===== config.mk =====
export PLATFORM = sky130hd
export DESIGN_NAME = l4_exc_classify
export DESIGN_NICKNAME = d
export VERILOG_FILES = /design/src/rtl/hdr_exc_pkg.sv /design/src/rtl/exc_prio_pick.sv /design/src/rtl/tcp_flag_classify.sv /design/src/rtl/l4_exc_classify.sv
export SDC_FILE = /design/constraint.sdc
export NUM_CORES = 1
export LEC_CHECK = 0
export BUFFER_PORTS_ARGS = -buffer_cell sky130_fd_sc_hd__buf_4
export CAP_MARGIN = 25
export CORE_MARGIN = 2
export CORE_UTILIZATION = 42
export DETAILED_ROUTE_END_ITERATION = 8
export PLACE_DENSITY = 0.81
export SLEW_MARGIN = 15
export SYNTH_ARGS = -nofsm -noshare
export SYNTH_HDL_FRONTEND = slang
export SYNTH_HIERARCHICAL = 1
export SYNTH_SLANG_ARGS = --single-unit

===== constraint.sdc =====
create_clock -name vclk -period 5.9
set_input_delay 1.18 -clock vclk [all_inputs]
set_output_delay 1.18 -clock vclk [all_outputs]
set_load 0.01 [all_outputs]

===== src/rtl/hdr_exc_pkg.sv =====
// Shared code values and flag-bit positions for the header exception checker.
package hdr_exc_pkg;

    typedef enum logic [2:0] {
        IPX_NONE       = 3'd0,
        IPX_NOT_IP     = 3'd1,
        IPX_HDR_CSUM   = 3'd2,
        IPX_TRUNC_HDR  = 3'd3,
        IPX_TRUNC_BODY = 3'd4,
        IPX_HOP_ZERO   = 3'd5,
        IPX_OPTIONS    = 3'd6
    } ip_exc_e;

    typedef enum logic [3:0] {
        L4X_NONE      = 4'd0,
        L4X_SHORT     = 4'd1,
        L4X_CSUM      = 4'd2,
        L4X_LEN_MIS   = 4'd3,
        L4X_PORT_ZERO = 4'd4,
        L4X_FIN_ONLY  = 4'd8,
        L4X_NO_FLAGS  = 4'd9,
        L4X_FIN_RST   = 4'd10,
        L4X_SYN_URG   = 4'd11,
        L4X_SYN_RST   = 4'd12,
        L4X_SYN_FIN   = 4'd13
    } l4_exc_e;

    localparam int IP_HITS = 7;    // conditions indexed 0..6
    localparam int L4_HITS = 14;   // conditions indexed 0..13
    localparam int FLG_BASE = 8;   // first flag-derived L4 code

    localparam int FLG_FIN = 0;
    localparam int FLG_SYN = 1;
    localparam int FLG_RST = 2;
    localparam int FLG_URG = 5;

endpackage


===== src/rtl/exc_prio_pick.sv =====
// Lowest-index priority pick over a hit vector.
// Bit 0 is unused: code 0 means "no hit". Returns the index of the
// lowest set bit among 1..N-1. Assumes N <= 2**W.
module exc_prio_pick #(
    parameter int N = 7,
    parameter int W = 3
) (
    input  logic [N-1:0] hit,
    output logic [W-1:0] code
);
    // scan from the top so the lowest set index is written last
    always_comb begin
        code = '0;
        for (int i = N - 1; i >= 1; i--) begin
            if (hit[i]) code = W'(i);
        end
    end
endmodule


===== src/rtl/tcp_flag_classify.sv =====
// Flags illegal TCP flag combinations, one hit bit per code 8..13.
// Assumes the standard TCP flag byte bit order.
module tcp_flag_classify
    import hdr_exc_pkg::*;
(
    input  logic [7:0] flags,
    output logic [5:0] flag_hit
);
    logic fin, syn, rst, urg;

    // one hit per illegal pattern, bit k maps to code FLG_BASE + k
    always_comb begin
        fin = flags[FLG_FIN];
        syn = flags[FLG_SYN];
        rst = flags[FLG_RST];
        urg = flags[FLG_URG];
        flag_hit[0] = (flags[5:0] == 6'b000001);
        flag_hit[1] = (flags[5:0] == 6'b000000);
        flag_hit[2] = fin && rst;
        flag_hit[3] = syn && urg;
        flag_hit[4] = syn && rst;
        flag_hit[5] = syn && fin;
    end
endmodule


===== src/rtl/l4_exc_classify.sv =====
// L4 error classification (combinational), gated by the IP result.
// Assumes cap_len and the IP lengths count from the IP header start.
module l4_exc_classify
    import hdr_exc_pkg::*;
#(
    parameter int LEN_W     = 16,
    parameter int TCP_HDR   = 20,
    parameter int UDP_HDR   = 8,
    parameter int PROTO_TCP = 6,
    parameter int PROTO_UDP = 17,
    parameter bit FLAG_CHK  = 1'b1
) (
    input  logic [2:0]       ip_code,
    input  logic [7:0]       l4_proto,
    input  logic [LEN_W-1:0] cap_len,
    input  logic [LEN_W-1:0] ip_hdr_len,
    input  logic [LEN_W-1:0] ip_tot_len,
    input  logic [LEN_W-1:0] l4_len,
    input  logic [15:0]      src_port,
    input  logic [15:0]      dst_port,
    input  logic [7:0]       tcp_flags,
    input  logic             l4_csum_ok,
    output logic [3:0]       l4_code
);
    localparam int XW = LEN_W + 1;

    logic             is_tcp;
    logic             is_udp;
    logic             run_l4;
    logic [XW-1:0]    need_len;
    logic [LEN_W-1:0] ip_pay_len;
    logic [5:0]       flag_hit;
    logic [L4_HITS-1:0] hit;
    logic [3:0]       pick;

    generate
        if (FLAG_CHK) begin : g_flags
            tcp_flag_classify u_flags (
                .flags    (tcp_flags),
                .flag_hit (flag_hit)
            );
        end else begin : g_noflags
            assign flag_hit = '0;
        end
    endgenerate

    // protocol decode, gate and the length arithmetic
    always_comb begin
        is_tcp     = (l4_proto == 8'(PROTO_TCP));
        is_udp     = (l4_proto == 8'(PROTO_UDP));
        run_l4     = (is_tcp || is_udp) &&
                     (ip_code == IPX_NONE || ip_code == IPX_OPTIONS);
        need_len   = {1'b0, ip_hdr_len} +
                     (is_tcp ? XW'(TCP_HDR) : XW'(UDP_HDR));
        ip_pay_len = ip_tot_len - ip_hdr_len;
    end

    // collect the L4 conditions; codes 5..7 have no source
    always_comb begin
        hit = '0;
        hit[L4X_SHORT]     = {1'b0, cap_len} < need_len;
        hit[L4X_CSUM]      = !l4_csum_ok;
        hit[L4X_LEN_MIS]   = (l4_len != ip_pay_len);
        hit[L4X_PORT_ZERO] = (src_port == 16'd0) || (dst_port == 16'd0);
        for (int k = 0; k < 6; k++) begin
            hit[FLG_BASE + k] = is_tcp && flag_hit[k];
        end
    end

    exc_prio_pick #(.N(L4_HITS), .W(4)) u_pick (
        .hit  (hit),
        .code (pick)
    );

    // suppress the result when the L4 header is not to be trusted
    always_comb begin
        l4_code = run_l4 ? pick : 4'd0;
    end
endmodule


==> metrics.cfg, run 1 <==
[synthesis]
ys_seq_area_frac=0
synth.avg_cell_area_um2=7.15
synthTopCellsByCount=ha_1, inv_1, xnor2_1
yosysUniqueCellTypes=52
syn_area_um2=2000
synthTopCellsByArea=ha_1, xnor2_1, a21oi_1
synth.largest_area_cell=ha_1
synth_most_common_cell=ha_1
synthCells=280
yosysWarnings=6
synth_top_area_frac=0.206

[cells_and_area]
clkbuf_count=0
nets=586
nFlopsAndLatches=0
seqCellArea_um2=0
fillers=392
multi_input_area_um2=2000
diodes=0
drive_gt1_frac=0.386
final_cells=487
area_growth_pct=63.5

[power_and_ir_drop]
switchingPower_uw=111
power.density_nw_per_um2=76.6
clock_power_share=0
internal_power_uw=140
ir_worst_vdd_mv=0.0494
switching_share=0.444
seq_power_share=0
leakage_uw=0.00160
total_power_uw=251
power_frac_comb=1.000

[global_route]
grt_use_total=0.228
grt_pass1_wl_um=10100
grt_max_degree=9
grt_pass1_vias=2482
gr-total-overflow=0
antenna_found_initial=0

[detailed_routing]
wl_per_cell_um=12.8
drc=0
drtIter0Drc=65
drtPass1Iterations=4
dr_total_vias=2532
wl_um=6250
via_per_inst=5.20
postRouteAntennaNets=0

[sta]
period_minus_slack_ns=6.00
tns_ns=-0.260
finalHoldViolCount=0
clock.fmax_mhz=167
fin_ws_ns=-0.0980
hold_ws_ns=2.78
final_min_period_over_clock_period=1.02
setup_viol=3
slew_headroom=0.545
rsz0062_at_grt=yes
maxSlewViolCount=0
tightest_slew_ns=0.676

[setup_path]
cp.required_ns=4.72
cp.arrival_ns=4.82
max_stage_delay_ns=0.51
crit_top_cell=or4_1
slowest_stage=or4_1
cp-start-kind=input port
cp_cell_sequence=buf_8 -> ha_4 -> fa_2 -> xor2_1 -> xnor2_1 -> or4_1 -> a2111o_1 -> nor4_2 -> nand4_1 -> or4_1 -> or4_4 -> nor2_2 -> o211ai_1 -> a21o_1 -> and2_4 -> buf_6
worstPathMaxFanout=4
end_kind=output pin
criticalPathCategory=in2out

[place]
io_buffers=118
dp_hpwl_um=5580
place.gp.congestion=0.915
place_inst=486

[floorplanning]
die_w_um=73.1
core_area_um2=4660
initial_core_util=0.430
die_area_um2=5340
row_count=25
ios=120
die_h_um=73.1

[status]
violations=setup timing
status=complete, but fails checks

[min_path]
min-delay-start=ip_code[0]
holdPathEnd=l4_code[0]
hold_path_class=in2out
whs_path_depth=4

[run]
max_cap_violations=0

==> layout by cell type (no fill, tap or decap), drive strengths merged, types with 2 or more instances in the layout <==
cell type,instances
nand4,7
or4,5
ha,33
o21ai,9
conb,10
nor2,18
xor2,13
nand2b,3
and2,16
nand2,14
nor4,13
buf,145
nor3,15
xnor2,25
a21o,5
nor3b,3
fa,2
o31ai,2
and3,2
a2111o,2
o211ai,3
a31oi,4
nand3,9
nor2b,5
nand3b,2
inv,28
a21oi,23
nor4bb,2
==> worst max-delay path by stage <==
stage / start / cells past startpoint / to / slack (ns)
2_1_floorplan: l4_proto[5] / 17 / l4_code[3] / -0.006
3_3_place_gp: ip_hdr_len[0] / 16 / l4_code[0] / -0.29
3_5_place_dp: ip_hdr_len[0] / 16 / l4_code[0] / -0.34
4_1_cts: ip_tot_len[0] / 17 / l4_code[0] / -0.27
5_1_grt: ip_tot_len[0] / 17 / l4_code[3] / -0.30
6_report: ip_hdr_len[0] / 16 / l4_code[0] / -0.1
==> metrics by stage <==
stage	setup WS (ns)	utilization	cell area [um2]
CTS	-0.266	0.696	3240
finish	-0.0980	0.703	3280
global route	-0.296	0.703	3280
detailed placement	-0.341	0.686	3200
global placement	-0.291	0.686	3200
floorplan	-0.00636	-	2050
==> critical path, delay by kind of cell <==
family                   cells  cell delay, ns
buffers and inverters        2            0.21
adder cells (fa/ha/maj)      2            0.54
AND/OR/NAND/NOR              7            2.00
XOR/XNOR                     2            0.29
AO/OA/AOI/OAI                3            0.59
==> cells by family (layout without fill, tap and decap cells) <==
| logic type | after synthesis | in the layout | share of synthesized area |
|---|---|---|---|
| other cells | 1 | 10 | 0.00187 |
| xor+xnor | 38 | 38 | 0.170 |
| compound gates | 61 | 61 | 0.205 |
| buf+inv | 29 | 173 | 0.0543 |
| mux | 1 | 1 | 0.00500 |
| fa+ha+maj | 35 | 35 | 0.226 |
| simple gates | 115 | 115 | 0.338 |
==> layout make-up <==
| class | instances | area share |
|---|---|---|
| Inverter | 28 | 0.0328 |
| Timing Repair Buffer | 145 | 0.337 |
| Multi-Input combinational cell | 260 | 0.610 |
| Tap cell | 54 | 0.0206 |
==> metal layers <==
layer  wire length, um  up-vias  global-route usage
li1                  -     1334                   -
met2              3240       78               0.454
met4                60        0              0.0288
met5                 0        -                   0
met3               480        4              0.0180
met1              2470     1116               0.267
==> power groups by stage <==
stage | clock network [uW] | registers (uW) | logic [uW]
after floorplan | 0 | 0 | 135
after global placement | 0 | 0 | 242
after detailed placement | 0 | 0 | 247
after CTS | 0 | 0 | 250
after global routing | 0 | 0 | 279
final | 0 | 0 | 251
==> what timing repair did <==
action                     CTS  global route
setup endpoints to repair    4             4
resized for setup            9            10
setup buffers                1             0
hold buffers                 0             0
pin swaps                   13             4
hold endpoints to repair     0             0
No activity file was read; power rests on OpenSTA's default activity.
==> inputs of run 2 (changes only) <==
--- a/config.mk
+++ b/config.mk
@@ -10,6 +10,7 @@
 export CORE_MARGIN = 2
 export CORE_UTILIZATION = 42
 export DETAILED_ROUTE_END_ITERATION = 8
+export MAX_ROUTING_LAYER = met4
 export PLACE_DENSITY = 0.81
 export SLEW_MARGIN = 15
 export SYNTH_ARGS = -nofsm -noshare
==> metrics.cfg, run 2 (synthesis gave the netlist of run 1 again) <==
[power_and_ir_drop]
seq_power_share=0
ir_worst_vdd_mv=0.0522
leakage_uw=0.00161
switching_share=0.451
power_frac_comb=1.000
clock_power_share=0
switchingPower_uw=115
internal_power_uw=141
power.density_nw_per_um2=77.6

[setup_path]
cp.required_ns=4.72
cp_top_family=simple AND/OR/NAND/NOR gates
cp_cell_sequence=buf_8 -> ha_4 -> fa_2 -> xor2_2 -> o211ai_1 -> or4_1 -> a2111o_1 -> nor4_2 -> nand4_1 -> or4_1 -> or4_4 -> nor2_2 -> o211ai_1 -> a21o_1 -> and2_4 -> buf_6
end_kind=output pin
worstSetupEndpoint=l4_code[0]
cp.arrival_ns=5.08
worstPathMaxFanout=4
criticalPathCategory=in2out
cp-startpoint=ip_hdr_len[0]
cp-start-kind=input port
cp_num_buf_inv=2
cp.depth=16
max_stage_delay_ns=0.55
slowest_stage=fa_2

[cells_and_area]
nFlopsAndLatches=0
mostFrequentLayoutCells=buf_4, ha_1, inv_1
layout_commonest_cell=buf_4
diodes=0
area_growth_pct=64.8
clkbuf_count=0
seqCellArea_um2=0
multi_input_area_um2=2000
drive_gt1_frac=0.389
nets=588
fillers=407

[clock_network]
holdBufCountCts=0

[global_route]
antenna_found_initial=0
gr-max-usage-layer=met2
grt_pass1_vias=2585
grt_use_met1=0.277
gr-total-overflow=0
grt_pass1_wl_um=10800
grt_use_met3=0.0110
grt_use_total=0.254
grt_max_degree=9
met2_usage=0.503

[sta]
tightest_slew_ns=0.649
finalHoldViolCount=0
slew_headroom=0.564
fin_ws_ns=-0.361
rsz0062_at_grt=yes
hold_ws_ns=2.79
maxSlewViolCount=0
final_min_period_over_clock_period=1.06
setup_viol=4
period_minus_slack_ns=6.26
clock.fmax_mhz=160

[detailed_routing]
dr_total_vias=2661
via_per_inst=5.44
drtPass1Iterations=4
wl_um=6690
wl_per_cell_um=13.7
postRouteAntennaNets=0
drtIter0Drc=80
drc=0

[place]
io_buffers=118
place.gp.congestion=0.937
dp_hpwl_um=5770
pre_cts_ws_ns=-0.515

[min_path]
hold_path_class=in2out
whs_path_depth=4

[floorplanning]
die_h_um=73.1
initial_core_util=0.430
die_w_um=73.1
row_count=25
ios=120
die_area_um2=5340
core_area_um2=4660

[status]
violations=setup timing
status=complete, but fails checks

[run]
max_cap_violations=0

run 2: layout make-up:
type	count	share of cell area
Inverter	28	0.0326
Multi-Input combinational cell	260	0.605
Timing Repair Buffer	147	0.342
Tap cell	54	0.0205
run 2: how the worst min path moves through the flow:
stage | start | end | slack [ns]
finish | ip_code[0] | l4_code[0] | 2.79
global route | ip_code[0] | l4_code[1] | 2.80
CTS | ip_code[0] | l4_code[0] | 2.79
detailed placement | ip_code[0] | l4_code[3] | 2.80
global placement | ip_code[0] | l4_code[3] | 2.80
floorplan | ip_code[0] | l4_code[0] | 2.58
run 2: per-stage QoR:
stage | power (uW) | utilization | setup TNS [ns] | cells | area, um2
floorplan | 135 | - | -0.00636 | 289 | 2050
global placement | 242 | 0.686 | -0.907 | 486 | 3200
detailed placement | 249 | 0.686 | -1.78 | 486 | 3200
CTS | 252 | 0.699 | -1.29 | 487 | 3260
global route | 283 | 0.708 | -1.89 | 489 | 3300
finish | 256 | 0.708 | -1.26 | 489 | 3300
run 2: metal layers:
layer,up-vias,part of all wire,routed length [um]
li1,1340,-,-
met1,1200,0.39,2640
met2,107,0.53,3530
met3,14,0.063,419
met4,0,0.015,102
met5,-,0,0
run 2: timing repair:
| item | 4_1_cts | 5_1_grt |
|---|---|---|
| setup endpoints to repair | 4 | 4 |
| endpoints found under the hold margin | 0 | 0 |
| setup buffers | 1 | 2 |
| resized for setup | 12 | 8 |
| pin swaps | 5 | 2 |
run 2: power groups by stage:
stage               clock (uW)  sequential (uW)  combinational (uW)
floorplan                    0                0                 135
global placement             0                0                 242
detailed placement           0                0                 249
CTS                          0                0                 252
global route                 0                0                 283
finish                       0                0                 256
